## config.mk

```make
export PLATFORM = sky130hd
export DESIGN_NAME = intp_mmio_port
export DESIGN_NICKNAME = d
export VERILOG_FILES = /design/src/rtl/intp_pkg.sv /design/src/rtl/intp_decode.sv /design/src/rtl/intp_core.sv /design/src/rtl/intp_links.sv /design/src/rtl/intp_rdmux.sv /design/src/rtl/intp_mmio_port.sv
export SDC_FILE = /design/constraint.sdc
export NUM_CORES = 1
export LEC_CHECK = 0
export ABC_AREA = 1
export BUFFER_PORTS_ARGS = -buffer_cell sky130_fd_sc_hd__buf_2
export CORE_UTILIZATION = 45
export CTS_BUF_LIST = sky130_fd_sc_hd__clkbuf_4 sky130_fd_sc_hd__clkbuf_8 sky130_fd_sc_hd__clkbuf_16
export DETAILED_ROUTE_END_ITERATION = 8
export HOLD_SLACK_MARGIN = 0.1
export PLACE_DENSITY = 0.71
export SYNTH_ARGS = -nofsm -noshare
export SYNTH_HDL_FRONTEND = slang
export SYNTH_SLANG_ARGS = --single-unit
```

## constraint.sdc

```tcl
create_clock -name clk -period 4.2 [get_ports clk]
set_input_delay 0.21 -clock clk [delete_from_list [all_inputs] [get_ports clk]]
set_output_delay 0.21 -clock clk [all_outputs]
set_load 0.005 [all_outputs]
```

## src/rtl/intp_pkg.sv

```systemverilog
package intp_pkg;

  // One decoded action per bus cycle
  typedef enum logic [3:0] {
    OP_IDLE,
    OP_BAD,
    OP_RD_STATUS,
    OP_RD_PRIO,
    OP_RD_ACCEPT,
    OP_RD_SWREQ,
    OP_RD_LINK,
    OP_WR_PRIO,
    OP_WR_EOI,
    OP_WR_SWREQ,
    OP_WR_LINK
  } intp_op_e;

  localparam int unsigned LEN_BYTE = 1;
  localparam int unsigned LEN_WORD = 4;

  // Word indices whose placement the software side relies on
  localparam int unsigned IDX_STATUS = 0;
  localparam int unsigned IDX_ACCEPT = 1;
  localparam int unsigned IDX_SWREQ  = 3;
  localparam int unsigned IDX_LINK0  = 4;

endpackage

```

## src/rtl/intp_decode.sv

```systemverilog
module intp_decode
  import intp_pkg::*;
#(
  parameter int unsigned ADDR_W    = 12,
  parameter int unsigned LEN_W     = 3,
  parameter int unsigned NUM_LINKS = 3,
  parameter int unsigned LSEL_W    = 2
) (
  input  logic [ADDR_W-1:0] addr,
  input  logic [LEN_W-1:0]  len,
  input  logic              rd,
  input  logic              wr,
  output intp_op_e          op,
  output logic [LSEL_W-1:0] link_sel
);

  localparam int unsigned IDX_W = ADDR_W - 2;
  localparam logic [IDX_W-1:0] I_STATUS = IDX_W'(IDX_STATUS);
  localparam logic [IDX_W-1:0] I_ACCEPT = IDX_W'(IDX_ACCEPT);
  localparam logic [IDX_W-1:0] I_SWREQ  = IDX_W'(IDX_SWREQ);

  logic [IDX_W-1:0] idx;
  logic             is_byte;
  logic             is_word;
  logic             link_hit;

  assign idx     = addr[ADDR_W-1:2];
  assign is_byte = (len == LEN_W'(LEN_BYTE)) && (addr[1:0] == 2'b00);
  assign is_word = (len == LEN_W'(LEN_WORD));

  always_comb begin
    link_hit = 1'b0;
    link_sel = '0;
    for (int i = 0; i < NUM_LINKS; i++) begin
      if (idx == IDX_W'(IDX_LINK0 + i)) begin
        link_hit = 1'b1;
        link_sel = LSEL_W'(i);
      end
    end
  end

  always_comb begin
    op = OP_IDLE;
    if (rd && !wr) begin
      op = OP_BAD;
      if (idx == I_STATUS) begin
        if (is_word)      op = OP_RD_STATUS;
        else if (is_byte) op = OP_RD_PRIO;
      end else if (idx == I_ACCEPT) begin
        if (is_word)      op = OP_RD_ACCEPT;
        else if (is_byte) op = OP_RD_PRIO;
      end else if (idx == I_SWREQ) begin
        if (is_byte)      op = OP_RD_SWREQ;
      end else if (link_hit && is_word) begin
        op = OP_RD_LINK;
      end
    end else if (wr && !rd) begin
      op = OP_BAD;
      if (idx == I_ACCEPT) begin
        if (is_word)      op = OP_WR_EOI;
        else if (is_byte) op = OP_WR_PRIO;
      end else if (idx == I_SWREQ) begin
        if (is_byte)      op = OP_WR_SWREQ;
      end else if (link_hit && is_word) begin
        op = OP_WR_LINK;
      end
    end
  end

endmodule

```

## src/rtl/intp_core.sv

```systemverilog
module intp_core
  import intp_pkg::*;
#(
  parameter int unsigned PRIO_W  = 8,
  parameter int unsigned SRC_W   = 24,
  parameter int unsigned IPI_SRC = 2
) (
  input  logic              clk,
  input  logic              rst_n,
  input  intp_op_e          op,
  input  logic [PRIO_W-1:0] wr_lo,
  input  logic [PRIO_W-1:0] wr_hi,
  input  logic              src_req,
  input  logic [SRC_W-1:0]  src_id,
  input  logic [PRIO_W-1:0] src_prio,
  output logic [PRIO_W-1:0] cur_prio,
  output logic [SRC_W-1:0]  pend_src,
  output logic [PRIO_W-1:0] pend_prio,
  output logic [PRIO_W-1:0] swreq_prio
);

  localparam logic [SRC_W-1:0] SW_SRC = SRC_W'(IPI_SRC);

  logic [PRIO_W-1:0] cur_q, cur_n;
  logic [SRC_W-1:0]  src_q, src_n;
  logic [PRIO_W-1:0] pp_q, pp_n;
  logic [PRIO_W-1:0] sw_q, sw_n;
  logic              bus_mod;
  logic              take_src;
  logic              upd_en;

  always_comb begin
    cur_n   = cur_q;
    src_n   = src_q;
    pp_n    = pp_q;
    sw_n    = sw_q;
    bus_mod = 1'b1;
    case (op)
      OP_RD_ACCEPT: begin
        if (src_q != '0) cur_n = pp_q;
        src_n = '0;
        pp_n  = '1;
      end
      OP_WR_PRIO: cur_n = wr_lo;
      OP_WR_EOI:  cur_n = wr_hi;
      OP_WR_SWREQ: begin
        sw_n = wr_lo;
        if ((wr_lo < cur_q) && (wr_lo < pp_q)) begin
          src_n = SW_SRC;
          pp_n  = wr_lo;
        end
      end
      default: bus_mod = 1'b0;
    endcase
    // source side is merged after the bus action of the same cycle
    take_src = src_req && (src_id != '0) && (src_prio < pp_n);
    if (take_src) begin
      src_n = src_id;
      pp_n  = src_prio;
    end
    upd_en = bus_mod || take_src;
  end

  always_ff @(posedge clk or negedge rst_n) begin
    if (!rst_n) begin
      cur_q <= '0;
      src_q <= '0;
      pp_q  <= '1;
      sw_q  <= '1;
    end else if (upd_en) begin
      cur_q <= cur_n;
      src_q <= src_n;
      pp_q  <= pp_n;
      sw_q  <= sw_n;
    end
  end

  assign cur_prio   = cur_q;
  assign pend_src   = src_q;
  assign pend_prio  = pp_q;
  assign swreq_prio = sw_q;

endmodule

```

## src/rtl/intp_links.sv

```systemverilog
module intp_links #(
  parameter int unsigned NUM_LINKS = 3,
  parameter int unsigned DATA_W    = 32,
  parameter int unsigned LSEL_W    = 2
) (
  input  logic                              clk,
  input  logic                              rst_n,
  input  logic                              wr_en,
  input  logic [LSEL_W-1:0]                 sel,
  input  logic [DATA_W-1:0]                 wdata,
  output logic [NUM_LINKS-1:0][DATA_W-1:0]  link_q
);

  for (genvar g = 0; g < NUM_LINKS; g++) begin : g_link
    logic              en;
    logic [DATA_W-1:0] word_q;
    logic [DATA_W-1:0] word_n;

    assign en     = wr_en && (sel == LSEL_W'(g));
    assign word_n = wdata;

    always_ff @(posedge clk or negedge rst_n) begin
      if (!rst_n)  word_q <= '0;
      else if (en) word_q <= word_n;
    end

    assign link_q[g] = word_q;
  end

endmodule

```

## src/rtl/intp_rdmux.sv

```systemverilog
module intp_rdmux
  import intp_pkg::*;
#(
  parameter int unsigned PRIO_W    = 8,
  parameter int unsigned SRC_W     = 24,
  parameter int unsigned NUM_LINKS = 3,
  parameter int unsigned LSEL_W    = 2
) (
  input  intp_op_e                                  op,
  input  logic [PRIO_W-1:0]                         cur_prio,
  input  logic [SRC_W-1:0]                          pend_src,
  input  logic [PRIO_W-1:0]                         swreq_prio,
  input  logic [NUM_LINKS-1:0][PRIO_W+SRC_W-1:0]    link_q,
  input  logic [LSEL_W-1:0]                         link_sel,
  output logic [PRIO_W+SRC_W-1:0]                   rdata
);

  localparam int unsigned DATA_W = PRIO_W + SRC_W;

  always_comb begin
    case (op)
      OP_RD_STATUS, OP_RD_ACCEPT: rdata = {cur_prio, pend_src};
      OP_RD_PRIO:                 rdata = DATA_W'(cur_prio);
      OP_RD_SWREQ:                rdata = DATA_W'(swreq_prio);
      OP_RD_LINK:                 rdata = link_q[link_sel];
      default:                    rdata = '1;
    endcase
  end

endmodule

```

## src/rtl/intp_mmio_port.sv

```systemverilog
module intp_mmio_port
  import intp_pkg::*;
#(
  parameter int unsigned ADDR_W    = 12,
  parameter int unsigned LEN_W     = 3,
  parameter int unsigned PRIO_W    = 8,
  parameter int unsigned SRC_W     = 24,
  parameter int unsigned NUM_LINKS = 3,
  parameter int unsigned IPI_SRC   = 2
) (
  input  logic                    clk,
  input  logic                    rst_n,
  input  logic [ADDR_W-1:0]       bus_addr,
  input  logic [LEN_W-1:0]        bus_len,
  input  logic                    bus_rd,
  input  logic                    bus_wr,
  input  logic [PRIO_W+SRC_W-1:0] bus_wdata,
  output logic [PRIO_W+SRC_W-1:0] bus_rdata,
  input  logic                    src_req,
  input  logic [SRC_W-1:0]        src_id,
  input  logic [PRIO_W-1:0]       src_prio,
  output logic                    irq_o
);

  localparam int unsigned DATA_W = PRIO_W + SRC_W;
  localparam int unsigned LSEL_W = (NUM_LINKS > 1) ? $clog2(NUM_LINKS) : 1;

  logic rst_meta_q;
  logic rst_sync_n;

  always_ff @(posedge clk or negedge rst_n) begin
    if (!rst_n) begin
      rst_meta_q <= 1'b0;
      rst_sync_n <= 1'b0;
    end else begin
      rst_meta_q <= 1'b1;
      rst_sync_n <= rst_meta_q;
    end
  end

  intp_op_e                         op;
  logic [LSEL_W-1:0]                link_sel;
  logic [PRIO_W-1:0]                cur_prio;
  logic [SRC_W-1:0]                 pend_src;
  logic [PRIO_W-1:0]                pend_prio;
  logic [PRIO_W-1:0]                swreq_prio;
  logic [NUM_LINKS-1:0][DATA_W-1:0] link_q;
  logic                             link_wr;

  intp_decode #(
    .ADDR_W(ADDR_W), .LEN_W(LEN_W), .NUM_LINKS(NUM_LINKS), .LSEL_W(LSEL_W)
  ) u_decode (
    .addr(bus_addr), .len(bus_len), .rd(bus_rd), .wr(bus_wr),
    .op(op), .link_sel(link_sel)
  );

  intp_core #(
    .PRIO_W(PRIO_W), .SRC_W(SRC_W), .IPI_SRC(IPI_SRC)
  ) u_core (
    .clk(clk), .rst_n(rst_sync_n), .op(op),
    .wr_lo(bus_wdata[PRIO_W-1:0]),
    .wr_hi(bus_wdata[DATA_W-1 -: PRIO_W]),
    .src_req(src_req), .src_id(src_id), .src_prio(src_prio),
    .cur_prio(cur_prio), .pend_src(pend_src), .pend_prio(pend_prio),
    .swreq_prio(swreq_prio)
  );

  assign link_wr = (op == OP_WR_LINK);

  intp_links #(
    .NUM_LINKS(NUM_LINKS), .DATA_W(DATA_W), .LSEL_W(LSEL_W)
  ) u_links (
    .clk(clk), .rst_n(rst_sync_n), .wr_en(link_wr), .sel(link_sel),
    .wdata(bus_wdata), .link_q(link_q)
  );

  intp_rdmux #(
    .PRIO_W(PRIO_W), .SRC_W(SRC_W), .NUM_LINKS(NUM_LINKS), .LSEL_W(LSEL_W)
  ) u_rdmux (
    .op(op), .cur_prio(cur_prio), .pend_src(pend_src),
    .swreq_prio(swreq_prio), .link_q(link_q), .link_sel(link_sel),
    .rdata(bus_rdata)
  );

  assign irq_o = (pend_src != '0) && (pend_prio < cur_prio);

endmodule

```

======== Word-level counts from Yosys, hierarchy flattened ========
Index checks and enable logic that the tools add are counted.
cells by class
  $add $sub $neg .......................... 0
  multipliers ............................. 0
  divide/modulo/power cells ............... 0
  order comparisons ....................... 5
  equal/unequal tests ..................... 20
  shift-type cells ........................ 0
  muxes and demuxes ....................... 33
  bitwise operators ....................... 0
  reductions and logical operators ........ 26
operators by type and width
  kind                                             count
  one-hot mux 32 bit (4 select lines)              1
  binary-select mux 32 bit (select 2 bit)          1
  two-way mux 24 bit                               2
  two-way mux 4 bit                                12
  one-hot mux 24 bit (2 select lines)              1
  nonzero test 24 bit                              2
  less-than comparator 8 bit                       4
  two-way mux 32 bit                               1
  == test 10 x 3 -> 1 bit (second input constant)  3
  two-way mux 8 bit                                3
  one-hot mux 8 bit (3 select lines)               1
  == test 4 x 3 -> 1 bit (second input constant)   4
  one-hot mux 8 bit (2 select lines)               1
  == test 4 bit (second input constant)            3
  logical AND 1 bit                                11
  == test 10 x 1 -> 1 bit (second input constant)  1
  == test 10 x 2 -> 1 bit (second input constant)  1
  logical NOT 10 bit                               1
  two-way mux 3 bit                                3
  == test 4 x 2 -> 1 bit (second input constant)   2
  AND reduction 3 bit                              2
  nonzero test 3 bit                               2
  two-way mux 1 bit                                5
  logical NOT 2 bit                                2
  other kinds (13)                                 15
storage, ports and cells
  register bits after elaboration ......... 146
  bits in latches ......................... 0
  RAM bits ................................ 0
  memory bits (read-only) ................. 0
  input bits .............................. 84
  output and inout bits ................... 33
  logic and storage cells ................. 93
  memories kept ........................... 0

======== Logic depth before layout (Yosys ltp) ========
  depth in word-level cells ............... 16
  mapped depth ............................ 28
  mapped depth without buffers ............ 27

======== By module ========
From an unflattened synthesis, not the netlist that was laid out.
unflattened totals
  cells, all modules ...................... 1,242
  area, all modules ....................... 8,974.9 µm²
modules (own cells, without submodules)
  module          instances  cells each  area an instance (µm²)  seq. area each (µm²)
  intp_links      1          427         4,010.1                 2,402.3
  intp_core       1          372         2,927.8                 1,221.2
  intp_rdmux      1          317         1,403.8                 0.0
  intp_mmio_port  1          58          344.1                   50.0
  intp_decode     1          68          289.0                   0.0

======== Least setup slack after synthesis ========
OpenSTA, ideal clock, no wires.
  kind .................................... register to register
  start point ............................. register u_core.pp_q[1] (netlist: u_core.pend_prio[1])
  end point ............................... register u_core.src_q[20] (netlist: u_core.pend_src[20])
  library setup time ...................... 118 ps
  data arrival time ....................... 3,018 ps
  required time ........................... 4,082 ps
  slack ................................... 1,064 ps
  cell stages (with the launch flop) ...... 20
  buffers on the path ..................... 1
  clock period less this slack ............ 3,136 ps
  cell sequence ........................... dfstp_2 -> inv_1 -> ha_1 -> a21boi_0 -> o211ai_1 -> nand2_1 -> a21oi_1 -> nand2_1 -> nor2_1 -> inv_1 -> o221ai_1 -> inv_1 -> ha_1 -> nand2_1 -> o211ai_1 -> nor3_1 -> nand2_4 -> buf_2 -> nand3_1 -> nand2_1
on the way
  longest elaborated chain between the ends .. 8
  elaborated cells between the ends (all ways) .. 11
  classes of those cells .................. 2 x order compare; 1 x eq/ne; 3 x mux; 5 x reduce/logical
ends and longest elaborated chain
  what                                                                    RTL line         RTL
  start, declared                                                         intp_core.sv:26  logic [PRIO_W-1:0] pp_q, pp_n;
  start signal, assigned                                                  intp_core.sv:73  pp_q <= pp_n;
  less-than comparator 8 bit                                              intp_core.sv:48  if ((wr_lo < cur_q) && (wr_lo < pp_q)) begin
  logical AND 1 bit                                                       intp_core.sv:48
  two-way mux 8 bit                                                       intp_core.sv:48
  one-hot mux 8 bit (2 select lines)                                      intp_core.sv:38  case (op)
  less-than comparator 8 bit                                              intp_core.sv:56  take_src = src_req && (src_id != '0) && (src_prio < pp_n);
  logical AND 1 bit                                                       intp_core.sv:56
  inequality test 3 x 1 -> 1 bit (no line), or another cell as far along  --
  AND reduction 3 bit (no line)                                           --
  end signal, assigned                                                    intp_core.sv:72  src_q <= src_n;
  end, declared                                                           intp_core.sv:25  logic [SRC_W-1:0] src_q, src_n;
Several ways; a longest one is shown, not always the timed one.
A chain may end at the register's enable or synchronous reset.

======== Final worst setup path ========
  start point ............................. register u_core.pp_q[1] (netlist: u_core.pend_prio[1])
  end point ............................... register u_core.src_q[10] (netlist: u_core.pend_src[10])
Same word-level chain as after synthesis.

==> results.yml <==
worst_setup_path:
  r2r-start: "u_core.pend_prio[1]"
  cp-start-kind: "flop"
  crit_fanout: 30
  startpoint: "u_core.pend_prio[1]"
  required_ps: 4580
  criticalPathCategory: "flop to flop"
  worstPathArrival_ps: 4160
  end_kind: "flop"
synthesis:
  synth_nets: 1155
  yosysSeqAreaShare: 0.457
  synthesis.instances: 1043
  syn_area_per_cell_sq_um: 7.70
  ys_ff_latch: 146
  synth-async-reset-ratio: 1.00
  yosys.cell_types.count: 38
  netlist_area_sq_um: 8030
  synth_edf_count: 0
  yosys_warnings: 0
  synthFlopType: "dfrtp_1"
power:
  peakVddDrop_uv: 303
  power_leakage_nw: 4.75
  powerDensity_nw_per_um2: 413
timing:
  final-hold-violation-count: 0
  worstMarginPinSlew_ps: 999
  drv_slew: 0
  final.period_utilization: 0.902
  skew_ps: 11.7
  tns_ps: 0
  relSlewSlack: 0.332
  rsz0062_at_grt: "no"
  fin_ws_ps: 411
  period_needed_ps: 3790
  max_freq_mhz: 264
  whs_ps: 100
  setup_viol: 0
clocking:
  clockBufferDepth: 2
  clk_pin_slew_ps: 70
  cts.htree.levels: 4
  cts_tree: "built"
  cts.root.buffer_cell: "clkbuf_16"
  ctsResizeCount: 0
  cts_sinks: 146
  cts-buffers-inserted: 17
  cts.hold.buffers_added: 48
  postCtsSetupBuffers: 0
  insertion_delay_ps: 440
die:
  die_w_microns: 136
  chipHeight_microns: 136
  ios: 117
  core_area_sq_um: 17400
  rows: 48
  die_area_sq_um: 18400
  start_util: 0.463
finish:
  fillers: 1580
  final-seq-area_sq_um: 3680
  antenna_cells: 0
  multiInputGateArea_sq_um: 3730
  finalNonFillerCells: 1435
  drive_gt1_frac: 0.170
  nets: 1309
  stdcell_area_sq_um: 9910
  areaGrowthSynthToFinish_pct: 23.4
drt:
  drtAntennaViolNets: 0
  wire_per_inst_microns: 16.0
  vias_per_cell: 5.38
  dr.pass1.iters: 7
  drc: 0
  wl_microns: 23000
  drt_iter0_drc: 691
  num_vias: 7717
global_route:
  grt.total_usage: 0.260
  antenna_found_initial: 0
  grt_pass1_wl_microns: 36700
  grt_pass1_vias: 7234
  grt_max_degree: 74
  grt-ovfl-total: 0
placement:
  placed_cell_area_sq_um: 8850
  dpl.hpwl_microns: 15800
  dp.cells: 1355
  gp_congestion: 0.894
  pre_cts_ws_ps: 354
  io_buffers: 116
hold_path:
  hp-start: "bus_wdata[17]"
  hold_path_class: "primary input to flop"
run:
  max_cap_violations: 0
outcome:
  status: "finished clean"
-- routing by layer --
layer	vias up	track usage	wire length (microns)
li1	3765	-	-
met1	3580	0.349	10100
met2	314	0.406	10700
met3	58	0.0501	1490
met4	0	0.115	697
met5	-	0	0
-- final timing paths --
check	end	slack, ps	cells past startpoint
worst max-delay path	u_core.pend_src[10]	410	19
worst min-delay path	u_links.g_link[2].word_q[17]	100	3
worst max register to register	u_core.pend_src[10]	410	19
worst min register to register	rst_sync_n	360	0
max in group asynchronous	u_core.pend_prio[6]	2760	1
min in group asynchronous	u_links.g_link[1].word_q[13]	490	0
-- cells in the final DEF, fill, tap and decap left out, types with 26 or more instances in the layout --
cell type      instances
a21oi_1               26
buf_2                116
nand2_1              346
ha_1                  28
nand3_1               59
nor2_1                33
dlygate4sd3_1         48
inv_1                112
o211ai_1              31
dfrtp_1              129
o21ai_0              117
-- cells in the mapped netlist, types with 2 or more instances --
cell,n,area (sq um)
a21boi_0,4,30.0
a21oi_1,26,130
a221oi_1,16,140
a22o_1,5,43.8
a31oi_1,9,56.3
buf_2,7,35.0
buf_4,3,22.5
clkbuf_1,34,128
clkinv_1,4,15.0
dfrtp_1,130,3250
dfstp_2,16,420
ha_1,28,350
inv_1,112,420
inv_2,5,18.8
nand2_1,346,1300
nand2_2,3,18.8
nand3_1,62,310
nand3_2,5,50.1
nand4_1,8,50.1
nor2_1,33,124
nor2_2,2,12.5
nor3_1,6,30.0
nor4_1,9,56.3
o211ai_1,31,233
o21ai_0,117,586
o221ai_1,10,87.6
-- cells by family (layout without fill, tap and decap cells) --
| kind of cell | after synthesis | count (layout) | synth area share |
|---|---|---|---|
| buf+inv | 166 | 333 | 0.0801 |
| flops | 146 | 146 | 0.457 |
| simple gates | 479 | 479 | 0.250 |
| fa+ha+maj | 28 | 28 | 0.0436 |
| other cells | 1 | 1 | 0.000467 |
| compound gates | 223 | 223 | 0.169 |
-- layout make-up --
| type | instances | share of cell area |
|---|---|---|
| Clock buffer | 20 | 0.0458 |
| Clock inverter | 12 | 0.0120 |
| Inverter | 121 | 0.0458 |
| Multi-Input combinational cell | 731 | 0.376 |
| Sequential cell | 146 | 0.371 |
| Tap cell | 225 | 0.0284 |
| Timing Repair Buffer | 180 | 0.120 |
-- stage by stage --
step | utilization | power, mW
final | 0.571 | 4.09
after global routing | 0.571 | 4.32
after CTS | 0.571 | 4.10
after detailed placement | 0.510 | 2.58
after global placement | 0.510 | 2.55
after floorplan | - | 2.32
-- report_power, final --
part	switching, mW	internal (mW)
combinational	0.538	0.353
clock	0.637	0.854
sequential	0.125	1.59
-- flip-flops by register name, summed over array words and instances, names as in the netlist --
| name | flops |
|---|---|
| rst_sync_n | 1 |
| u_core.pend_src | 24 |
| u_links.g_link.word_q | 96 |
| u_core.swreq_prio | 8 |
| rst_meta_q | 1 |
| u_core.pend_prio | 8 |
| u_core.cur_prio | 8 |
-- worst max-delay path: stages, from the launching register on --
cell and delay (ps):
dfstp_2 540, inv_1 70, ha_1 260, a21boi_0 120, o211ai_1 170, nand2_1 110
a21oi_1 130, nand2_1 190, nor2_1 150, inv_1 130, o221ai_1 250, inv_1 70
ha_1 270, nand2_1 70, o211ai_1 100, nor3_1 380, nand2_4 80, inv_2 410
nand2_1 110, nand2_1 100
Note: power is estimated with default switching activity, not from simulation.
